**config.mk**
```make
export PLATFORM = sky130hd
export DESIGN_NAME = i2c_scl_gen
export DESIGN_NICKNAME = d
export VERILOG_FILES = /design/src/rtl/i2c_scl_gen.sv
export SDC_FILE = /design/constraint.sdc
export NUM_CORES = 1
export LEC_CHECK = 0
export BUFFER_PORTS_ARGS = -buffer_cell sky130_fd_sc_hd__buf_2
export CAP_MARGIN = 20
export CORE_MARGIN = 4
export CORE_UTILIZATION = 50
export DETAILED_ROUTE_END_ITERATION = 8
export MAX_ROUTING_LAYER = met4
export PLACE_DENSITY_LB_ADDON = 0.12
export SLEW_MARGIN = 25
export SYNTH_ARGS = -nofsm -noshare
export SYNTH_HDL_FRONTEND = slang
export SYNTH_SLANG_ARGS = --single-unit
```
**constraint.sdc**
```tcl
create_clock -name clk -period 2.94 [get_ports clk]
set_clock_uncertainty 0.1 [all_clocks]
set_input_delay 0.441 -clock clk [delete_from_list [all_inputs] [get_ports clk]]
set_output_delay 0.441 -clock clk [all_outputs]
set_load 0.02 [all_outputs]
```
**src/rtl/i2c_scl_gen.sv**
```systemverilog
module i2c_scl_gen #(
  parameter int PW = 4,
  parameter int CW = 8,
  parameter int FW = 4
) (
  input  logic          clk,
  input  logic          rst_n,
  input  logic          en,
  input  logic [PW-1:0] presc,
  input  logic [CW-1:0] low_cnt,
  input  logic [CW-1:0] high_cnt,
  input  logic [FW-1:0] filt_len,
  input  logic          scl_in,
  output logic          scl_pull,
  output logic          fall_stb,
  output logic          rise_stb
);

  typedef enum logic [2:0] {S_IDLE, S_HWAIT, S_HCNT, S_LWAIT, S_LCNT} st_t;

  st_t           st;
  logic [1:0]    sync_q;
  logic          filt_q, det_d;
  logic [FW-1:0] fcnt;
  logic [PW-1:0] pre_q;
  logic [CW-1:0] ph_q;

  wire scl_s = sync_q[1];
  wire det   = (filt_len == '0) ? scl_s : filt_q;
  wire tick  = (pre_q == '0);
  wire lo_done = tick && (ph_q == low_cnt);
  wire hi_done = tick && (ph_q == high_cnt);

  assign scl_pull = (st == S_LWAIT) || (st == S_LCNT);
  assign fall_stb = det_d & ~det;
  assign rise_stb = ~det_d & det;

  always_ff @(posedge clk or negedge rst_n)
    if (!rst_n) begin
      sync_q <= 2'b11;
      det_d  <= 1'b1;
    end else begin
      sync_q <= {sync_q[0], scl_in};
      det_d  <= det;
    end

  always_ff @(posedge clk or negedge rst_n)
    if (!rst_n) begin
      filt_q <= 1'b1;
      fcnt   <= '0;
    end else if (filt_len == '0 || scl_s == filt_q) begin
      filt_q <= scl_s;
      fcnt   <= '0;
    end else if (fcnt + 1'b1 == filt_len) begin
      filt_q <= scl_s;
      fcnt   <= '0;
    end else begin
      fcnt <= fcnt + 1'b1;
    end

  always_ff @(posedge clk or negedge rst_n)
    if (!rst_n) begin
      st    <= S_IDLE;
      pre_q <= '0;
      ph_q  <= '0;
    end else if (!en) begin
      st    <= S_IDLE;
      pre_q <= '0;
      ph_q  <= '0;
    end else begin
      case (st)
        S_IDLE: st <= S_HWAIT;
        S_HWAIT: if (det) begin
          st    <= S_HCNT;
          pre_q <= presc;
          ph_q  <= '0;
        end
        S_LWAIT: if (!det) begin
          st    <= S_LCNT;
          pre_q <= presc;
          ph_q  <= '0;
        end
        S_HCNT:
          if (!det) begin
            st    <= S_LCNT;
            pre_q <= presc;
            ph_q  <= '0;
          end else if (hi_done) begin
            st <= S_LWAIT;
          end else if (tick) begin
            pre_q <= presc;
            ph_q  <= ph_q + 1'b1;
          end else begin
            pre_q <= pre_q - 1'b1;
          end
        S_LCNT:
          if (lo_done) begin
            st <= S_HWAIT;
          end else if (tick) begin
            pre_q <= presc;
            ph_q  <= ph_q + 1'b1;
          end else begin
            pre_q <= pre_q - 1'b1;
          end
        default: st <= S_IDLE;
      endcase
    end

  AST_EN_RELEASE: assert property (@(posedge clk) disable iff (!rst_n)
    !en |=> !scl_pull);
  AST_RELEASE_AFTER_LOW: assert property (@(posedge clk) disable iff (!rst_n)
    ($fell(scl_pull) && en && $past(en)) |-> !$past(det));
  AST_LOW_CNT_BOUND: assert property (@(posedge clk) disable iff (!rst_n)
    (st == S_LCNT && $past(st == S_LCNT) && $stable(low_cnt)) |-> ph_q <= low_cnt);
  AST_RISE_WHILE_RELEASED: assert property (@(posedge clk) disable iff (!rst_n)
    rise_stb |-> !scl_pull);
  AST_STROBE_SINGLE: assert property (@(posedge clk) disable iff (!rst_n)
    fall_stb |=> !fall_stb);

endmodule

```
---- Yosys cells after proc, flatten, opt, wreduce, memory -nomap -nowiden ----
Cells that the tools add are included.
operators by class
  add/subtract/negate cells ............... 3
  equality and inequality tests ........... 15
  mux-type cells .......................... 28
  bitwise operators ....................... 4
  reduce and logical (&&, ||, !) cells .... 10
operators with widths
  cell                                                  count
  2-to-1 mux 8 bit                                      7
  2-to-1 mux 4 bit                                      9
  case mux 8 bit (4 select lines)                       1
  2-to-1 mux 3 bit                                      6
  equality test 8 bit                                   2
  case mux 4 bit (4 select lines)                       1
  case mux 3 bit (5 select lines)                       1
  != test 3 bit (second input constant)                 4
  adder 8 x 1 -> 8 bit (second input constant)          1
  logical NOT 4 bit                                     2
  != test 4 bit (second input constant)                 2
  equality test 3 x 2 -> 1 bit (second input constant)  2
  != test 5 x 1 -> 1 bit (second input constant)        1
  AND reduction 5 bit                                   1
  adder 4 x 1 -> 4 bit (second input constant)          1
  equality test 4 bit                                   1
  AND reduction 4 bit                                   1
  subtractor 4 x 1 -> 4 bit (second input constant)     1
  equality test 3 x 1 -> 1 bit (second input constant)  1
  equality test 3 bit (second input constant)           1
  logical NOT 3 bit                                     1
  2-to-1 mux 1 bit                                      3
  AND 1 bit                                             2
  logical AND 1 bit                                     2
  4 further kinds                                       6
storage, ports and cells
  register bits after elaboration ......... 23
  input bits .............................. 28
  output and inout port bits .............. 3

---- Depth between registers and ports, before layout ----
  depth in word-level cells ............... 6
  depth in mapped cells ................... 8

---- Worst setup path before layout ----
No wires, ideal clock.
  path type ............................... input -> register
  start point ............................. input filt_len[0]
  end point ............................... register ph_q[2]
  setup time .............................. 0.126 ns
  arrival time ............................ 2.185 ns
  path slack .............................. 0.529 ns
  cell stages on the path ................. 6
  cells stage by stage .................... nor4_4 > mux2i_2 > nor4_4 > or3_1 > buf_6 > a311o_1
between the ends
  word-level cells in the longest chain between the ends .. 5
  elaborated cells on any way between the ends .. 9
  those cells by class .................... 3 x eq/ne; 4 x mux; 2 x reduce/logical
RTL lines
  what                             line  RTL
  from (decl)                      12    input logic [FW-1:0] filt_len,
  logical NOT 4 bit *              29    wire det = (filt_len == '0) ? scl_s : filt_q;
  2-to-1 mux 1 bit *               29
  2-to-1 mux 8 bit                 84    if (!det) begin
  case mux 8 bit (4 select lines)  71    case (st)
  2-to-1 mux 8 bit                 66    end else if (!en) begin
  to (signal assigned)             92    ph_q <= ph_q + 1'b1;
  to (signal assigned)             101   ph_q <= ph_q + 1'b1;
  to (decl)                        26    logic [CW-1:0] ph_q;
Mark *: on every way between the ends. The rest lies on a longest branch, timed or not.
A chain may end at the register's enable or synchronous reset.

---- Final worst setup path ----
  start point ............................. register pre_q[0]
  end point ............................... register ph_q[7]
between the ends
  word-level cells in the longest chain between the ends .. 6
  elaborated cells on any way between the ends .. 12
  those cells by class .................... 2 x eq/ne; 6 x mux; 4 x reduce/logical
RTL lines
  what                             line  RTL
  from (decl)                      25    logic [PW-1:0] pre_q;
  from (signal assigned)           75    pre_q <= presc;
  from (signal assigned)           80    pre_q <= presc;
  from (signal assigned)           86    pre_q <= presc;
  logical NOT 4 bit *              30    wire tick = (pre_q == '0);
  2-to-1 mux 8 bit (3 in a row)    -
  case mux 8 bit (4 select lines)  -
  2-to-1 mux 8 bit                 -
Mark *: on every way between the ends. The rest lies on a longest branch, timed or not. The select of a mux whose other input is x is not followed.

==> impl_metrics.ini <==
[synthesis]
syn_inst = 190
seq_area_frac_synth = 0.3216
synth-edff-count = 0
ys.flop_type = dfrtp_1
syn_area_sq_um = 1805
synth_warnings = 0
synth_cell_types = 55
syn_nets = 222
ys_ff_latch = 23
avgSynthCellArea_sq_um = 9.503
yosysMostFrequentCell = xnor2_1
synthArstFlopShare = 1.000
yosysTopAreaCell = dfrtp_1
synthTopCellsByCount = 21 x xnor2_1, 19 x dfrtp_1, 16 x nand2_1
netlist_top_cells_area = dfrtp_1 26%, xnor2_1 10%, dfstp_2 5.8%
synth_top_area_frac = 0.2633

[drt]
vias = 1587
drt_iter0_markers = 147
dr.pass1.iters = 4
routedWlPerCell_um = 16.17
ant_nets = 0
routed_wl_mm = 4.284
drcViolationCount = 0
via_per_inst = 5.989

[die]
chipHeight_um = 68.09
start_util = 0.5286
io_pins = 31
die-area_sq_um = 4636
fp.dieW_um = 68.09
design.core.area_sq_um = 3416
placementRows = 21

[timing]
worst_slack_ns = 0.3126
final.period_utilization = 0.8937
hold_viol = 0
finalSetupTns_ns = 0
relSlewSlack = 0.5948
drv_slew = 0
clock.fmax_ghz = 0.3806
post-route-min-period_ns = 2.627
rsz0062_at_grt = no
tightest_slew_ns = 0.5999
whs_ns = 0.09593
setup_viol = 0

[place]
post-dp-hpwl_mm = 3.231
io_buffers = 30
place_congestion = 0.8696
post-place-ws_ns = 0.3139

[worst_setup_path]
start_kind = register
slowest_delay_ns = 0.58
end_kind = register
critPathTopFamily = simple AND/OR/NAND/NOR gates
path_cells = inv_1 > ha_1 > or3b_1 > or4_4 > a2111oi_0 > nor3b_2 > a311o_1
cp.required_ns = 3.11
crit_buf_inv = 1
arrival_ns = 2.80
critical_path.slowest_cell = or4_4
timing.rr.start = pre_q[0]$_DFFE_PN0P_
worstSetupStartpoint = pre_q[0]$_DFFE_PN0P_
critPathKind = register to register
critPathMaxFanout = 8

[grt]
grt_max_degree = 24
grt_overflow_total = 0
antenna_found_initial = 0
grt_pass1_wl_mm = 7.534
grt_pass1_vias = 1558
grt_usage = 0.2214

[run]
cap_viol_max_count = 0

[cells_and_area]
drive_above_1_share = 0.2694
syn2layout_area_growth_pct = 9.702
diodes = 0
post-route-util = 0.5799
layout.nets = 252

[outcome]
outcome = complete, no violations

[pwr]
p_leak_nw = 0.8016
pwr_density_cell_nw_per_um2 = 618.5
ir_drop_v = 0.0002598

[hold_path]
hold_class = input port to register
min_from = scl_in

[clock_tree]
htreeDepth = 1
cts_buffer_depth = 2
clk_pin_slew_ns = 0.14
cts_tree = built
cts_buffers = 3
clkLatencyLatePin_ns = 0.32
post_cts_resized = 0
clock_sinks = 23
root_buffer = clkbuf_4
## flip-flops by register name, summed over array words and instances (netlist names)
| signal | flops |
|---|---|
| pre_q | 4 |
| ph_q | 8 |
| filt_q | 1 |
| sync_q | 2 |
| det_d | 1 |
| st | 3 |
| fcnt | 4 |
## where the power goes
| group | total, mW | internal [mW] | leakage [nW] | switching, mW |
|---|---|---|---|---|
| sequential | 0.454 | 0.384 | 0.302 | 0.0697 |
| clock | 0.158 | 0.0511 | 0.0177 | 0.107 |
| combinational | 0.613 | 0.251 | 0.482 | 0.362 |
| total | 1.22 | 0.686 | 0.802 | 0.539 |
## placed cells by master (no fill, tap or decap), types with 3 or more instances in the layout
cell type  instances
nor2_1            12
buf_2             30
or3_1              3
nand2_1           16
ha_1               4
nor4_1             6
a21oi_1            3
a211oi_1           3
o21ai_0            4
xor2_1             3
a31oi_1            3
or4_1              3
nand3_1            6
nor3_1             5
nor3b_2            3
buf_4              7
dfstp_2            4
clkbuf_4           3
a311o_1            6
dfrtp_1           19
xnor2_1           21
inv_1              9
## stage by stage
step	area [sq um]	instances	power, mW
CTS	1981	265	1.223
finish	1981	265	1.225
floorplan	1805	190	0.8886
detailed placement	1943	260	1.065
global placement	1943	260	1.052
global route	1981	265	1.330
## timing repair
| item | in CTS | in global routing |
|---|---|---|
| endpoints found under the hold margin | 19 | 0 |
| buffers inserted | 0 | 0 |
| hold buffers | 1 | 0 |
## path summary, 6_finish.rpt
| check | end | slack, ns | cells after the start |
|---|---|---|---|
| worst max-delay path | ph_q[7]$_DFFE_PN0P_ | 0.31 | 7 |
| worst min-delay path | sync_q[0]$_DFF_PN1_ | 0.1 | 1 |
| worst max register to register | ph_q[7]$_DFFE_PN0P_ | 0.31 | 7 |
| worst min register to register | sync_q[1]$_DFF_PN1_ | 0.27 | 0 |
| max in group asynchronous | sync_q[0]$_DFF_PN1_ | 1.87 | 2 |
| min in group asynchronous | fcnt[3]$_DFF_PN0_ | 0.50 | 2 |
## layer usage
metal | global-route usage | wire [um] | vias to the layer above | part of all wire
li1 | - | - | 766 | -
met1 | 0.2914 | 1989 | 769 | 0.46
met2 | 0.3610 | 2042 | 46 | 0.48
met3 | 0.01970 | 197 | 6 | 0.046
met4 | 0.06700 | 55 | 0 | 0.013
met5 | - | 0 | - | 0
## worst register-to-register path, stage by stage (launching register included)
cell and delay [ns]:
dfrtp_1 0.41, inv_1 0.13, ha_1 0.21, or3b_1 0.49, or4_4 0.58, a2111oi_0 0.33
nor3b_2 0.21, a311o_1 0.13
## cells by family after synthesis
logic type	synth area share
adder cells (fa/ha/maj)	0.02772
flip-flops	0.3216
buffers and inverters	0.08870
AO/OA/AOI/OAI	0.1649
multiplexers	0.01940
XOR/XNOR	0.1164
AND/OR/NAND/NOR	0.2613
## area by class of cell
| class | instances | area [sq um] |
|---|---|---|
| clock inverter | 1 | 5.005 |
| fill | 320 | 1435 |
| clock buffer | 3 | 22.52 |
| tap | 46 | 57.56 |
| multi-input combinational | 144 | 1065 |
| sequential | 23 | 580.6 |
| inverter | 10 | 37.54 |
| timing repair buffer | 38 | 212.7 |
Power figures use the tool's default switching activity.
